--- src/rtl/bma_pkg.sv ---
package bma_pkg;

    typedef enum logic {
        ORIG_PCI  = 1'b0,
        ORIG_HOST = 1'b1
    } orig_e;

    typedef enum logic [1:0] {
        CPL_NORMAL          = 2'b00,
        CPL_TGT_ABORT       = 2'b01,
        CPL_COMPLETER_ABORT = 2'b10
    } cpl_e;

    typedef struct packed {
        orig_e orig;
        logic  write;
        logic  locked;
        logic  mode;
    } abort_req_t;

    typedef struct packed {
        logic trdy;
        logic tabort;
        logic rd_ones;
        logic wr_discard;
    } pci_resp_t;

    typedef struct packed {
        logic vld;
        cpl_e status;
    } host_cpl_t;

    function automatic pci_resp_t pci_resp_idle();
        pci_resp_t r;
        r = '{trdy: 1'b0, tabort: 1'b0, rd_ones: 1'b0, wr_discard: 1'b0};
        return r;
    endfunction

    function automatic host_cpl_t host_cpl_idle();
        host_cpl_t c;
        c = '{vld: 1'b0, status: CPL_NORMAL};
        return c;
    endfunction

    function automatic cpl_e status_for(input logic locked, input logic mode);
        if (locked)
            return CPL_COMPLETER_ABORT;
        else if (mode)
            return CPL_TGT_ABORT;
        else
            return CPL_NORMAL;
    endfunction

endpackage

--- src/rtl/bma_pci_decide.sv ---
module bma_pci_decide
    import bma_pkg::*;
(
    input  logic       fire_i,
    input  abort_req_t req_i,
    output pci_resp_t  resp_o
);

    always_comb begin
        resp_o = pci_resp_idle();
        if (fire_i && req_i.orig == ORIG_PCI) begin
            if (req_i.mode) begin
                resp_o.tabort = 1'b1;
            end else begin
                resp_o.trdy       = 1'b1;
                resp_o.rd_ones    = !req_i.write;
                resp_o.wr_discard = req_i.write;
            end
        end
    end

endmodule

--- src/rtl/bma_host_decide.sv ---
module bma_host_decide
    import bma_pkg::*;
(
    input  logic       fire_i,
    input  abort_req_t req_i,
    output host_cpl_t  cpl_o
);

    always_comb begin
        cpl_o = host_cpl_idle();
        if (fire_i && req_i.orig == ORIG_HOST && !req_i.write) begin
            cpl_o.vld    = 1'b1;
            cpl_o.status = status_for(req_i.locked, req_i.mode);
        end
    end

endmodule

--- src/rtl/bma_resp_reg.sv ---
module bma_resp_reg
    import bma_pkg::*;
#(
    parameter int DATA_W = 32
) (
    input  logic              clk,
    input  logic              rst,
    input  pci_resp_t         pci_d,
    input  host_cpl_t         cpl_d,
    output pci_resp_t         pci_q,
    output host_cpl_t         cpl_q,
    output logic [DATA_W-1:0] rdata_q
);

    always_ff @(posedge clk) begin
        if (rst) begin
            pci_q   <= pci_resp_idle();
            cpl_q   <= host_cpl_idle();
            rdata_q <= '0;
        end else begin
            pci_q   <= pci_d;
            cpl_q   <= cpl_d;
            rdata_q <= {DATA_W{pci_d.rd_ones}};
        end
    end

endmodule

--- src/rtl/bridge_mabort_resp.sv ---
module bridge_mabort_resp
    import bma_pkg::*;
#(
    parameter int DATA_W = 32
) (
    input  logic              clk,
    input  logic              rst,
    input  logic              abort_mode_i,
    input  logic              abort_evt_i,
    input  logic              abort_orig_i,
    input  logic              abort_write_i,
    input  logic              abort_locked_i,
    output logic              pci_trdy_o,
    output logic              pci_tabort_o,
    output logic              pci_rd_ones_o,
    output logic [DATA_W-1:0] pci_rdata_o,
    output logic              pci_wr_discard_o,
    output logic              cpl_vld_o,
    output logic [1:0]        cpl_status_o
);

    abort_req_t req;
    pci_resp_t  pci_d, pci_q;
    host_cpl_t  cpl_d, cpl_q;

    always_comb begin
        req.orig   = orig_e'(abort_orig_i);
        req.write  = abort_write_i;
        req.locked = abort_locked_i;
        req.mode   = abort_mode_i;
    end

    bma_pci_decide u_pci (
        .fire_i (abort_evt_i),
        .req_i  (req),
        .resp_o (pci_d)
    );

    bma_host_decide u_host (
        .fire_i (abort_evt_i),
        .req_i  (req),
        .cpl_o  (cpl_d)
    );

    bma_resp_reg #(.DATA_W(DATA_W)) u_reg (
        .clk     (clk),
        .rst     (rst),
        .pci_d   (pci_d),
        .cpl_d   (cpl_d),
        .pci_q   (pci_q),
        .cpl_q   (cpl_q),
        .rdata_q (pci_rdata_o)
    );

    assign pci_trdy_o       = pci_q.trdy;
    assign pci_tabort_o     = pci_q.tabort;
    assign pci_rd_ones_o    = pci_q.rd_ones;
    assign pci_wr_discard_o = pci_q.wr_discard;
    assign cpl_vld_o        = cpl_q.vld;
    assign cpl_status_o     = cpl_q.status;

    AST_IDLE_WITHOUT_EVT: assert property (@(posedge clk) disable iff (rst)
        !abort_evt_i |=> !(pci_trdy_o || pci_tabort_o || pci_rd_ones_o
                           || pci_wr_discard_o || cpl_vld_o) && pci_rdata_o == '0);

    AST_PCI_SILENT: assert property (@(posedge clk) disable iff (rst)
        abort_evt_i && !abort_orig_i && !abort_mode_i
        |=> pci_trdy_o && !pci_tabort_o && !cpl_vld_o);

    AST_RD_ALL_ONES: assert property (@(posedge clk) disable iff (rst)
        abort_evt_i && !abort_orig_i && !abort_mode_i && !abort_write_i
        |=> pci_rdata_o == {DATA_W{1'b1}} && !pci_wr_discard_o);

    AST_WR_DISCARD: assert property (@(posedge clk) disable iff (rst)
        abort_evt_i && !abort_orig_i && !abort_mode_i && abort_write_i
        |=> pci_wr_discard_o && !pci_rd_ones_o);

    AST_PCI_TABORT: assert property (@(posedge clk) disable iff (rst)
        abort_evt_i && !abort_orig_i && abort_mode_i
        |=> pci_tabort_o && !pci_trdy_o && !pci_rd_ones_o
            && !pci_wr_discard_o && !cpl_vld_o);

    AST_UNLOCKED_STATUS: assert property (@(posedge clk) disable iff (rst)
        abort_evt_i && abort_orig_i && !abort_write_i && !abort_locked_i
        |=> cpl_vld_o && cpl_status_o == {1'b0, $past(abort_mode_i)}
            && !pci_trdy_o && !pci_tabort_o);

    AST_LOCKED_RD_CA: assert property (@(posedge clk) disable iff (rst)
        abort_evt_i && abort_orig_i && !abort_write_i && abort_locked_i
        |=> cpl_vld_o && cpl_status_o == 2'b10);

    AST_HOST_WR_NO_CPL: assert property (@(posedge clk) disable iff (rst)
        abort_evt_i && abort_orig_i && abort_write_i
        |=> !cpl_vld_o && !pci_trdy_o && !pci_tabort_o && !pci_wr_discard_o);

    AST_TRDY_TABORT_EXCL: assert property (@(posedge clk) disable iff (rst)
        !(pci_trdy_o && pci_tabort_o));

endmodule

--- config.mk ---
export PLATFORM = sky130hd
export DESIGN_NAME = bridge_mabort_resp
export DESIGN_NICKNAME = d
export VERILOG_FILES = /design/src/rtl/bma_pkg.sv /design/src/rtl/bma_pci_decide.sv /design/src/rtl/bma_host_decide.sv /design/src/rtl/bma_resp_reg.sv /design/src/rtl/bridge_mabort_resp.sv
export SDC_FILE = /design/constraint.sdc
export NUM_CORES = 1
export LEC_CHECK = 0
export ABC_AREA = 1
export CAP_MARGIN = 20
export CORE_MARGIN = 2
export CORE_UTILIZATION = 30
export DETAILED_ROUTE_END_ITERATION = 7
export PLACE_DENSITY = 0.83
export SKIP_CTS_REPAIR_TIMING = 1
export SKIP_LAST_GASP = 1
export SLEW_MARGIN = 10
export SYNTH_ARGS = -nofsm -noshare
export SYNTH_HDL_FRONTEND = slang
export SYNTH_SLANG_ARGS = --single-unit
export TNS_END_PERCENT = 1
--- constraint.sdc ---
create_clock -name clk -period 2 [get_ports clk]
set_input_delay 0.5 -clock clk [delete_from_list [all_inputs] [get_ports clk]]
set_output_delay 0.5 -clock clk [all_outputs]
set_load 0.05 [all_outputs]
* Word-level counts from Yosys, hierarchy flattened
Index checks and enable logic that the tools add are counted.
W data, S select, Z words.
** Word-level totals
- Bits in registers :: 8
- Logic and storage cells :: 26
** Cells by class
- Mux-type cells :: 7
- Bitwise operators :: 3
- Reductions and logical operators :: 8
** Operator list (number)
- $mux W2 :: 3
- $reduce_or A3 Y1 :: 2
- $reduce_or A2 Y1 :: 2
- $logic_and A1 B1 Y1 :: 3
- $mux W1 :: 3
- $mux W3 :: 1
- $not A1 Y1 :: 3
- $logic_not A1 Y1 :: 1

* Longest topological paths before layout
Gate-level depths: netlist of the first run.
- Depth after elaboration :: 4
- Depth in mapped cells :: 4

* Cells and area by module
From an unflattened synthesis of the first run, not the netlist that was laid out.
** Second synthesis, totals
- Cells, all modules :: 70
- Area, all modules :: 505.5 um2
** By module, submodules not included
- bma_resp_reg :: times used 1, cells each 53, area an instance 432.9 um2, seq. area each 140.1 um2
- bma_pci_decide :: times used 1, cells each 10, area an instance 40.0 um2, seq. area each 0.0 um2
- bma_host_decide :: times used 1, cells each 7, area an instance 32.5 um2, seq. area each 0.0 um2

* Worst setup path after synthesis of the first run
OpenSTA, ideal clock, no wires.
- Kind :: register -> output
- Start point :: register, netlist name u_reg.pci_q[1]
- End point :: output pci_rdata_o[0]
- Arrival time :: 1.464 ns
- Slack :: 0.036 ns
- Stages on the path, launching flop included :: 2
- Path buffers :: 1
- Path through :: dfxtp_1 buf_4
** RTL lines
- to (decl) :: RTL line bridge_mabort_resp.sv:16 : output logic [DATA_W-1:0] pci_rdata_o,

* Worst setup path after layout of the first run
- Start point :: register, netlist name u_reg.pci_q[3]
- End point :: output pci_trdy_o
** RTL lines
- to (decl) :: RTL line bridge_mabort_resp.sv:13 : output logic pci_trdy_o,
No word-level cell between the ends.

==> run metrics, run 1 <==
grt ovf=0; critical path's slowest cell=clkdlybuf4s50_1; initial antenna violation count=0; worst rel slew slack=0.663; post-synth top area share=0.535; Mean Syn Cell Area=8.02 um2; worst path cell trace=clkdlybuf4s50_1; CTS H-tree lvls=1; largest net degree at the start of global routing=34; WS Path Type=register to primary output; DRC errors left=0; CP Max Fanout=1; Initial Util=0.333; gpl congestion=0.614; largest cells by area after synthesis=buf_4, dfxtp_1, inv_1; CTS Buffer Depth=2; hold_ws=0.806 ns; Worst EP required=1.50 ns; leading area contributor after synthesis=buf_4; RSZ-0062 raised after global routing=no; Seq cells post-synth=7; Area growth, synth to finish=135%; Hold Vio Cnt, Final=0; CP endpoint kind=primary output; sequential-to-total area share from yosys stat=0.312; Port Buf Inserts=45; Antenna Cells=0; Die ar.=1820 um2; All-Layer GR Usage=0.117; Post-Syn Area=449 um2; Core Box Area=1350 um2; CTS tree=built; clock buffer count from CTS=3; peak supply drop=0.385 mV; CP peak stage delay=0.80 ns; clock root buffer=clkbuf_4; Via density=3.97; final wirelength=965 um; launch point of the worst path=u_reg.pci_q[3]; setup violators final=0; Die Height=42.7 um; layout cell share with drive strength beyond 1=0.514; via count=353; Setup TNS Final=0 ns; fin crit share=0.929; Arr. time, crit path=1.36 ns; Lkg Pwr=0.458 nW; family with the most delay on the worst path=buffers and inverters; number of global-route vias before repair=319; TritonRoute pass-1 iters=1; Worst-path clk slew=0.05 ns; detailed placement HPWL=847 um; outcome=complete, no violations; Rows=13; Syn Inst Count=56; drt first-iter violations=0; CP bufs+invs=1; DRT antenna net count=0; Slew @ Worst Pin=0.504 ns; global-route wire length before repair=1480 um; Mapped Nets=63; fmax=538 MHz; die width=42.7 um; YS warnings=0; Power per Cell Area=378 nW/um2; Hold Crit Class=input port to register; MaxCap Viol Count=0; Distinct cells, synth=7; startpoint types=register; total clock sinks=7; CP Depth=1; crit path to=pci_trdy_o; num ports=46; fin nets=82; Max Slew Vio Count=0; post-route minimum period=1.86 ns; wire per inst=10.8 um
cells by family after synthesis:
logic type / count (synthesis) / share of synthesized area
buffers and inverters: 39 / 0.593
DFF: 7 / 0.312
and+or+nand+nor: 10 / 0.0947
cell usage after synthesis:
| cell | n |
|---|---|
| buf_4 | 32 |
| dfxtp_1 | 7 |
| inv_1 | 7 |
| nor2_1 | 5 |
| nand2_1 | 2 |
| nand3_1 | 2 |
| nor2_2 | 1 |
metrics by stage:
stage | power, W | worst slack, ns | utilization | instance area [um2] | instances
final | 0.000398 | 0.141 | 0.781 | 1050 | 89
after global routing | 0.000417 | 0.0872 | 0.781 | 1050 | 89
after global placement | 0.000271 | 0.420 | 0.762 | 1030 | 85
after floorplan | 0.000218 | 0.0361 | - | 449 | 56
after detailed placement | 0.000274 | 0.402 | 0.762 | 1030 | 85
after CTS | 0.000405 | 0.122 | 0.781 | 1050 | 89
cell usage in the layout, fill, tap and decap left out, drive strengths merged:
cell type / count
nand2: 2
buf: 34
clkdlybuf4s50: 12
nor2: 6
inv: 7
clkbuf: 4
dfxtp: 7
nand3: 2
report_power, final:
part	internal (W)	switching, W
sequential	0.000143	0.000000780
clock	0.0000761	0.0000523
combinational	0.0000573	0.0000693
total	0.000276	0.000122
state kept, by name, summed over array words and instances (netlist names):
signal       count
u_reg.cpl_q      3
u_reg.pci_q      4
tightest hold or removal path, delay by kind of cell:
family / cells / cell delay, ns
AND/OR/NAND/NOR: 1 / 0.04
buffers and inverters: 2 / 0.47
metal layers:
layer | vias up | track usage | share of wire | wire length, um
li1 | 168 | - | - | -
met1 | 149 | 0.106 | 0.30 | 292
met2 | 33 | 0.197 | 0.55 | 532
met3 | 3 | 0.0383 | 0.11 | 108
met4 | 0 | 0.113 | 0.032 | 31
met5 | - | 0 | 0 | 0
area by class of cell:
class | instances | area, um2
Fill cell | 75 | 295
Multi-Input combinational cell | 10 | 42.5
Clock buffer | 4 | 26.3
Tap cell | 15 | 18.8
Timing Repair Buffer | 46 | 801
Sequential cell | 7 | 140
Inverter | 7 | 26.3
how the worst min path moves through the flow:
stage | from | to | slack [ns] | depth (start not counted)
after floorplan | abort_write_i | u_reg.pci_q[1] | 0.57 | 1
after global placement | abort_write_i | u_reg.pci_q[1] | 1.05 | 2
after detailed placement | abort_locked_i | u_reg.cpl_q[1] | 1.07 | 3
after CTS | abort_locked_i | u_reg.cpl_q[1] | 0.80 | 3
after global routing | abort_locked_i | u_reg.cpl_q[1] | 0.82 | 3
final | abort_locked_i | u_reg.cpl_q[1] | 0.81 | 3
Note: power is estimated with default switching activity, not from simulation.
==> inputs of run 2 (changes only) <==
--- a/config.mk
+++ b/config.mk
@@ -11,6 +11,7 @@
 export CORE_UTILIZATION = 30
 export DETAILED_ROUTE_END_ITERATION = 7
 export PLACE_DENSITY = 0.83
+export RECOVER_POWER = 25
 export SKIP_CTS_REPAIR_TIMING = 1
 export SKIP_LAST_GASP = 1
 export SLEW_MARGIN = 10
==> run 2 against run 1 <==
- sequential power hardly changed
- cell count stayed put
- die area unchanged
- fmax is essentially flat
- clock power about the same
- via count is 0.28% higher
- flip-flop and latch count unchanged
- sequential share of layout area grew 0.14 points
- non-clock buffer count stayed put
- core utilization down 0.83 points
- count of clock-buffer cells in the layout is the same
- worst hold slack about the same
- critical path type unchanged
- critical endpoint unchanged
- largest cell class unchanged
==> run metrics, run 2 (same netlist as run 1, synthesis figures left out) <==
DRC errors left=0 (unchanged); clock root buffer=clkbuf_4; MaxCap Viol Count=0 (unchanged); max FFs per register=4 (unchanged); outcome=complete, no violations; wire per inst=11.0 um (+1.3%); Worst EP required=1.50 ns (about the same); TritonRoute pass-1 iters=1 (unchanged); global-route wire length before repair=1480 um (unchanged); area of the multi-input gates=40.0 um2 (-5.9%); Area growth, synth to finish=132%; largest net degree at the start of global routing=34 (unchanged); post-route minimum period=1.86 ns (-0.000287 ns); die width=42.7 um (unchanged); setup violators final=0 (unchanged); worst path cell trace=clkdlybuf4s50_1; grt ovf=0 (unchanged); Rows=13 (unchanged); hold path cells=3 (unchanged); CP peak stage delay=0.80 ns (about the same); Arr. time, crit path=1.36 ns (about the same); Max Slew Vio Count=0 (unchanged); commonest cells after routing, fill and taps aside=buf_12, clkdlybuf4s50_1, inv_1, dfxtp_1, nor2_1; All-Layer GR Usage=0.117 (unchanged); register area=140 um2 (unchanged); fmax=538 MHz (about the same); drt first-iter violations=0 (unchanged); detailed placement HPWL=847 um (unchanged); critical path's slowest cell=clkdlybuf4s50_1; total clock sinks=7 (unchanged); layout cell share with drive strength beyond 1=0.500 (-0.0135); Reg with most FFs=u_reg.pci_q; RSZ-0062 raised after global routing=no; CTS H-tree lvls=1 (unchanged); Finished Layout Cells=89 (unchanged); Die ar.=1820 um2 (unchanged); number of global-route vias before repair=319 (unchanged); Initial Util=0.333 (unchanged); gpl congestion=0.614 (unchanged); Core Box Area=1350 um2 (unchanged); startpoint types=register; family with the most delay on the worst path=buffers and inverters; Setup TNS Final=0 ns (unchanged); hold endpoint=u_reg.cpl_q[1]; num ports=46 (unchanged); WS Path Type=register to primary output; Power per Cell Area=380 nW/um2 (+0.61%); DRT antenna net count=0 (unchanged); Largest regs=u_reg.pci_q x4, u_reg.cpl_q x3; clock buffer count from CTS=3 (unchanged); most common cell after layout, fill and taps aside=buf_12; peak supply drop=0.384 mV (-0.28%); CP Max Fanout=1 (unchanged); Placed Cells=85 (unchanged); fin nets=82 (unchanged); Hold Crit Class=input port to register; Port Buf Inserts=45 (unchanged); Slew @ Worst Pin=0.642 ns (+0.138 ns); worst rel slew slack=0.573 (-0.0900); CP bufs+invs=1 (unchanged); CTS Buffer Depth=2 (unchanged); Fillers=79 (+5.3%); Lkg Pwr=0.456 nW (-0.38%); Via density=3.98 (+0.28%); Hold Crit Start=abort_locked_i; initial antenna violation count=0 (unchanged); CTS tree=built; Die Height=42.7 um (unchanged); CP endpoint kind=primary output; Worst-path clk slew=0.05 ns (about the same); final wirelength=978 um (+1.3%); fin crit share=0.929 (about the same); via count=354 (+0.28%); Antenna Cells=0 (unchanged); Hold Vio Cnt, Final=0 (unchanged)
==> run 2: changes by cell type in the layout (fill, tap and decap cells not counted), sizes merged <==
cell           previous run  this run
clkdlybuf4s50            12        11
dlygate4sd3               0         1
==> run 2: how the worst max path moves through the flow <==
| stage | from | to | slack (ns) | depth (start not counted) |
|---|---|---|---|---|
| 2_1_floorplan | u_reg.pci_q[1] | pci_rdata_o[0] | 0.04 | 1 |
| 4_1_cts | u_reg.pci_q[3] | pci_trdy_o | 0.12 | 1 |
| 6_report | u_reg.pci_q[3] | pci_trdy_o | 0.14 | 1 |
| 3_3_place_gp | u_reg.pci_q[2] | pci_tabort_o | 0.42 | 1 |
| 5_1_grt | u_reg.pci_q[3] | pci_trdy_o | 0.09 | 1 |
| 3_5_place_dp | u_reg.pci_q[3] | pci_trdy_o | 0.40 | 1 |
==> run 2: through the flow <==
stage	utilization	power [W]	area [um2]	setup slack (ns)	hold WS (ns)
2_1_floorplan	-	0.000218	449	0.0361	0.572
3_3_place_gp	0.762	0.000271	1030	0.420	1.05
3_5_place_dp	0.762	0.000274	1030	0.402	1.07
4_1_cts	0.781	0.000405	1050	0.122	0.802
5_1_grt	0.773	0.000416	1040	0.0872	0.825
6_report	0.773	0.000397	1040	0.142	0.805
==> run 2: report_power, final <==
group	switching (W)	total, W	internal (W)
Clock	0.0000522	0.000128	0.0000761
Combinational	0.0000689	0.000125	0.0000560
Sequential	0.000000664	0.000143	0.000143
==> run 2: layout make-up <==
class | count | share of cell area
Multi-Input combinational cell | 10 | 0.0384
Sequential cell | 7 | 0.134
Tap cell | 15 | 0.0180
Timing Repair Buffer | 46 | 0.759
Inverter | 7 | 0.0252
Clock buffer | 4 | 0.0252
==> run 2: routing by layer <==
layer	up-vias	wire [um]	GRT usage
met5	-	0	0
met4	0	31	0.113
met3	3	117	0.0383
met2	33	537	0.197
met1	150	291	0.106
li1	168	-	-
==> run 2: worst min-delay path, cell delays in order <==
cell	delay, ns
clkdlybuf4s50_1	0.40
inv_1	0.07
nor2_1	0.04
